<file path="src/rtl/pt_pkg.sv">
package pt_pkg;
  typedef enum logic [1:0] {
    XL_OK         = 2'd0,
    XL_PAGE_FAULT = 2'd1,
    XL_PROT_FAULT = 2'd2
  } xl_status_e;

  typedef enum logic [2:0] {
    S_IDLE, S_RD_REQ, S_RD_WAIT, S_WB_REQ, S_RESP
  } walk_state_e;

  // descriptor bit positions
  localparam int unsigned DB_PRESENT = 0;
  localparam int unsigned DB_DIRTY   = 1;
  localparam int unsigned DB_USE     = 2;
  localparam int unsigned DB_WRITE   = 3;
  localparam int unsigned DB_PFN_LSB = 4;
endpackage

</file>
<file path="src/rtl/pt_addr_gen.sv">
module pt_addr_gen #(
  parameter int unsigned VPN_W      = 2,
  parameter int unsigned MA_W       = 16,
  parameter int unsigned DESC_BYTES = 4
) (
  input  logic [MA_W-1:0]  base,
  input  logic [VPN_W-1:0] vpn,
  output logic [MA_W-1:0]  desc_addr
);
  localparam int unsigned SCALE_SH = $clog2(DESC_BYTES);

  logic [MA_W-1:0] scaled;

  always_comb begin
    scaled    = MA_W'(vpn) << SCALE_SH;
    desc_addr = base + scaled;
  end
endmodule

</file>
<file path="src/rtl/pt_desc_eval.sv">
module pt_desc_eval
  import pt_pkg::*;
#(
  parameter int unsigned DESC_W = 16,
  parameter int unsigned PFN_W  = 1,
  parameter int unsigned OFF_W  = 10
) (
  input  logic [DESC_W-1:0]      desc,
  input  logic                   is_write,
  input  logic [OFF_W-1:0]       offset,
  output xl_status_e             status,
  output logic [PFN_W+OFF_W-1:0] paddr,
  output logic [DESC_W-1:0]      desc_upd
);
  logic [PFN_W-1:0] pfn;

  always_comb begin
    pfn      = desc[DB_PFN_LSB +: PFN_W];
    desc_upd = desc;
    paddr    = '0;
    if (!desc[DB_PRESENT]) begin
      status = XL_PAGE_FAULT;
    end else if (is_write && !desc[DB_WRITE]) begin
      status = XL_PROT_FAULT;
    end else begin
      status           = XL_OK;
      paddr            = {pfn, offset};
      desc_upd[DB_USE] = 1'b1;
      if (is_write) desc_upd[DB_DIRTY] = 1'b1;
    end
  end
endmodule

</file>
<file path="src/rtl/pt_walker.sv">
module pt_walker
  import pt_pkg::*;
#(
  parameter int unsigned VPN_W      = 2,
  parameter int unsigned OFF_W      = 10,
  parameter int unsigned PFN_W      = 1,
  parameter int unsigned MA_W       = 16,
  parameter int unsigned DESC_W     = 16,
  parameter int unsigned DESC_BYTES = 4,
  localparam int unsigned VA_W      = VPN_W + OFF_W,
  localparam int unsigned PA_W      = PFN_W + OFF_W
) (
  input  logic              clk,
  input  logic              rst_n,
  input  logic [MA_W-1:0]   ptbr,
  input  logic              req_valid,
  output logic              req_ready,
  input  logic [VA_W-1:0]   req_vaddr,
  input  logic              req_write,
  output logic              rsp_valid,
  input  logic              rsp_ready,
  output logic [PA_W-1:0]   rsp_paddr,
  output logic [1:0]        rsp_status,
  output logic [VPN_W-1:0]  rsp_vpn,
  output logic              mem_req_valid,
  input  logic              mem_req_ready,
  output logic              mem_req_we,
  output logic [MA_W-1:0]   mem_req_addr,
  output logic [DESC_W-1:0] mem_req_wdata,
  input  logic              mem_rsp_valid,
  input  logic [DESC_W-1:0] mem_rsp_rdata
);
  walk_state_e       state;
  logic [VA_W-1:0]   vaddr_q;
  logic              write_q;
  logic [MA_W-1:0]   addr_q;
  logic [DESC_W-1:0] desc_q;
  logic [PA_W-1:0]   paddr_q;
  xl_status_e        status_q;

  logic [MA_W-1:0]   desc_addr;
  xl_status_e        ev_status;
  logic [PA_W-1:0]   ev_paddr;
  logic [DESC_W-1:0] ev_desc;

  pt_addr_gen #(
    .VPN_W(VPN_W), .MA_W(MA_W), .DESC_BYTES(DESC_BYTES)
  ) u_addr (
    .base(ptbr), .vpn(req_vaddr[VA_W-1 -: VPN_W]), .desc_addr(desc_addr)
  );

  pt_desc_eval #(
    .DESC_W(DESC_W), .PFN_W(PFN_W), .OFF_W(OFF_W)
  ) u_eval (
    .desc(mem_rsp_rdata), .is_write(write_q), .offset(vaddr_q[OFF_W-1:0]),
    .status(ev_status), .paddr(ev_paddr), .desc_upd(ev_desc)
  );

  always_ff @(posedge clk) begin
    if (!rst_n) begin
      state    <= S_IDLE;
      vaddr_q  <= '0;
      write_q  <= 1'b0;
      addr_q   <= '0;
      desc_q   <= '0;
      paddr_q  <= '0;
      status_q <= XL_OK;
    end else begin
      unique case (state)
        S_IDLE: if (req_valid) begin
          vaddr_q <= req_vaddr;
          write_q <= req_write;
          addr_q  <= desc_addr;
          state   <= S_RD_REQ;
        end
        S_RD_REQ: if (mem_req_ready) state <= S_RD_WAIT;
        S_RD_WAIT: if (mem_rsp_valid) begin
          desc_q   <= ev_desc;
          paddr_q  <= ev_paddr;
          status_q <= ev_status;
          state    <= (ev_status == XL_OK) ? S_WB_REQ : S_RESP;
        end
        S_WB_REQ: if (mem_req_ready) state <= S_RESP;
        S_RESP:   if (rsp_ready) state <= S_IDLE;
        default:  state <= S_IDLE;
      endcase
    end
  end

  always_comb begin
    req_ready     = (state == S_IDLE);
    mem_req_valid = (state == S_RD_REQ) || (state == S_WB_REQ);
    mem_req_we    = (state == S_WB_REQ);
    mem_req_addr  = addr_q;
    mem_req_wdata = desc_q;
    rsp_valid     = (state == S_RESP);
    rsp_paddr     = paddr_q;
    rsp_status    = status_q;
    rsp_vpn       = vaddr_q[VA_W-1 -: VPN_W];
  end

  AST_READY_IDLE_ONLY: assert property (@(posedge clk) disable iff (!rst_n)
    req_ready |-> !mem_req_valid && !rsp_valid);
  AST_ACCEPT_BUSY: assert property (@(posedge clk) disable iff (!rst_n)
    req_valid && req_ready |=> !req_ready);
  AST_WB_SETS_USE: assert property (@(posedge clk) disable iff (!rst_n)
    mem_req_valid && mem_req_we |-> mem_req_wdata[DB_USE] && mem_req_wdata[DB_PRESENT]);
  AST_FAULT_ZERO_PA: assert property (@(posedge clk) disable iff (!rst_n)
    rsp_valid && rsp_status != XL_OK |-> rsp_paddr == '0);
  AST_WB_BEFORE_RSP: assert property (@(posedge clk) disable iff (!rst_n)
    $rose(rsp_valid) && rsp_status == XL_OK |-> $past(mem_req_valid && mem_req_we && mem_req_ready));
  AST_RSP_HOLD: assert property (@(posedge clk) disable iff (!rst_n)
    rsp_valid && !rsp_ready |=> rsp_valid && $stable(rsp_paddr) && $stable(rsp_status));
  AST_MEMREQ_HOLD: assert property (@(posedge clk) disable iff (!rst_n)
    mem_req_valid && !mem_req_ready |=> mem_req_valid && $stable(mem_req_addr) && $stable(mem_req_we));
endmodule

</file>
<file path="config.mk">
export PLATFORM = sky130hd
export DESIGN_NAME = pt_walker
export DESIGN_NICKNAME = d
export VERILOG_FILES = /design/src/rtl/pt_pkg.sv /design/src/rtl/pt_addr_gen.sv /design/src/rtl/pt_desc_eval.sv /design/src/rtl/pt_walker.sv
export SDC_FILE = /design/constraint.sdc
export NUM_CORES = 1
export LEC_CHECK = 0
export ABC_AREA = 1
export BUFFER_PORTS_ARGS = -buffer_cell sky130_fd_sc_hd__buf_2
export CAP_MARGIN = 20
export CORE_ASPECT_RATIO = 1.75
export CORE_MARGIN = 8
export CORE_UTILIZATION = 48
export DETAILED_ROUTE_END_ITERATION = 10
export GPL_TIMING_DRIVEN = 0
export PLACE_DENSITY = 0.82
export SLEW_MARGIN = 20
export SYNTH_ARGS = -nofsm -noshare
export SYNTH_HDL_FRONTEND = slang
export SYNTH_SLANG_ARGS = --single-unit
</file>
<file path="constraint.sdc">
create_clock -name clk -period 1.55 [get_ports clk]
set_input_delay 0.155 -clock clk [delete_from_list [all_inputs] [get_ports clk]]
set_output_delay 0.155 -clock clk [all_outputs]
set_load 0.005 [all_outputs]
</file>
==> reports/results.tsv <==
stage	metric	value	unit
synthesis	syn-cell-area	2650	sq um
setup_path	r2r_setup_slack	0.13	ns
final_layout	postLayoutCellArea	3490	sq um
timing	final_hold_viol_count	0	
setup_path	crit_arrival	1.65	ns
final_layout	final_cell_mix	buf_2 (107), nor2_1 (78), nand2_1 (66)	
global_routing	grt_pass1_vias	2747	
final_layout	final_util	64.0	%
timing	rsz0062_at_grt	false	
final_layout	drive_above_1_share	29.0	%
placed_design	dp_slack	-0.144	ns
clock_network	cts_hold_buf	0	
final_layout	num_antenna_cells	0	
placed_design	dpl_cell_area	3240	sq um
floorplan	die_w	72.1	um
synthesis	yosysTopAreaCellShare	46.2	%
setup_path	crit_fanout	10	
final_layout	regArea	1220	sq um
placed_design	gp_congestion	0.876	
clock_network	post-cts-setup-buffers	0	
routing	drt-total-wl	7360	um
clock_network	clk_pin_slew	0.07	ns
timing	min_period_over_period	91.5	%
synthesis	yosysSeqAreaShare	46.2	%
hold_path	hold_start	mem_rsp_rdata[10]	
clock_network	clockBufferDepth	2	
routing	ant_nets	0	
routing	firstDrtPassIters	4	
final_layout	fillers	502	
floorplan	io_pins	102	
run_status	status	complete, no violations	
global_routing	antenna_found_initial	0	
final_layout	multi_input_comb_area	1200	sq um
clock_network	cts_made_buffers	9	
setup_path	end_kind	register	
hold_path	min_path_cells	3	
clock_network	clk_latency	0.34	ns
setup_path	cp-start-kind	register	
power	ir_drop	0.000975	V
global_routing	grt_pass1_wl	12200	um
timing	setup_viol	0	
routing	vias_per_cell	4.78	
timing	min_period	1.42	ns
synthesis	netlist_instances	364	
clock_network	cts_resized	0	
final_layout	area_growth	31.8	%
synthesis	netlist_top_cells_area	dfxtp_1 (46%), nor2_1 (11%), nand2_1 (9.4%), o21ai_0 (7.2%), inv_1 (4.1%)	
clock_network	root_buffer	clkbuf_8	
clock_network	ctsHtreeMaxLevel	3	
power	leakagePower	1.80	nW
floorplan	initial_core_util	48.5	%
floorplan	core_area	5450	sq um
clock_network	clock_sinks	61	
final_layout	final_net_count	529	
global_routing	grt.total_usage	19.0	%
timing	relSlewSlack	67.5	%
routing	drc	0	
timing	whs	0.0357	ns
setup_path	crit_type	reg2reg	
flow_run	cap_violations	0	
placed_design	dp_hpwl	5880	um
timing	clock_skew	0.00647	ns
synthesis	syn_avg_cell_area	7.27	sq um
timing	clock.fmax	705	MHz
global_routing	overflow	0	
routing	wl_per_cell	13.3	um
synthesis	ys_warn_count	0	
power	p_per_area	1580	nW/um^2
setup_path	reg2reg_from	state[1]	
floorplan	dieArea	8240	sq um
synthesis	yosys.area.top_type	dfxtp_1	
floorplan	die_h	114	um
clock_network	cts_tree	done	
final_layout	mostFrequentLayoutCell	buf_2	
setup_path	cp.required	1.78	ns
routing	drt_iter0_drc	137	
timing	drv_slew	0	
setup_path	crit_start	state[1]	
synthesis	synth.distinct_cells	28	
routing	vias	2654	
synthesis	synth-seq-cells	61	
hold_path	hold_class	in2reg	
timing	worst_pin_slew	0.487	ns
floorplan	placementRows	36	
synthesis	syn_nets	418	
timing	final.setup.worst_slack	0.132	ns
setup_path	rr_worst_depth	7	
global_routing	grt_max_degree	11	
placed_design	port_buffers	100	
area by class of cell:
class / instances / area share [%]
repair buffers: 100 / 14.4
well taps: 76 / 2.73
multi-input cells: 254 / 34.4
clock buffers: 11 / 4.34
plain buffers: 17 / 2.94
flip-flops and latches: 61 / 35.0
clock inverters: 4 / 2.73
inverters: 32 / 3.44
metal layers:
layer,part of all wire (%),track usage (%)
met1,36,16.3
met2,56,36.2
met3,5.9,6.49
met4,2.7,10.7
met5,0,0
final timing paths:
kind / to
worst max-delay path: mem_req_addr[8]
worst min-delay path: mem_req_wdata[10]
worst max register to register: mem_req_addr[8]
worst min register to register: rsp_paddr[1]
cell usage after synthesis:
cell / instances
o21a_1: 7
nor3_1: 2
a21oi_1: 21
nand4_1: 4
buf_6: 3
clkbuf_1: 5
ha_1: 2
nor3_2: 2
or2_2: 2
a31oi_1: 1
fa_1: 1
nand2_1: 66
nor2_1: 78
nand2_2: 2
xor2_1: 3
o21ai_0: 38
o21ai_1: 4
inv_1: 29
xnor2_1: 1
buf_2: 7
nand3b_1: 1
buf_4: 2
nand3_1: 14
o211ai_1: 1
o21bai_1: 1
dfxtp_1: 61
inv_2: 3
nor2_4: 3
worst max-delay path, stage by stage (launching register included):
cell and delay [ns]:
dfxtp_1 0.36, nor2_1 0.22, nand2_2 0.11, nor2_4 0.13
inv_1 0.06, buf_2 0.18, o21ai_0 0.19, inv_1 0.05
power breakdown:
part	internal, mW	switching (mW)
logic	0.662	0.932
registers	1.95	0.209
clock network	1.14	0.595
total	3.76	1.74
kinds of logic (layout without fill, tap and decap cells):
kind of cell	Yosys count	count (layout)	share of synthesized area (%)
AO/OA/AOI/OAI	73	73	14.7
XOR/XNOR	4	4	1.32
adder cells (fa/ha/maj)	3	3	1.70
buffers and inverters	49	164	8.42
flip-flops	61	61	46.2
AND/OR/NAND/NOR	174	174	27.7
registers in the layout, summed over array words and instances (netlist names):
| signal | count |
|---|---|
| mem_req_wdata | 16 |
| state | 3 |
| rsp_status | 2 |
| rsp_paddr | 11 |
| mem_req_addr | 16 |
| vaddr_q | 12 |
| write_q | 1 |
metrics by stage:
step | std cells | total power, mW | TNS (ns)
6_report | 555 | 5.49 | 0
5_1_grt | 555 | 5.87 | 0
4_1_cts | 555 | 5.54 | 0
3_5_place_dp | 540 | 3.80 | -0.363
3_3_place_gp | 540 | 3.74 | -0.257
2_1_floorplan | 364 | 3.15 | 0
Power figures use the tool's default switching activity.
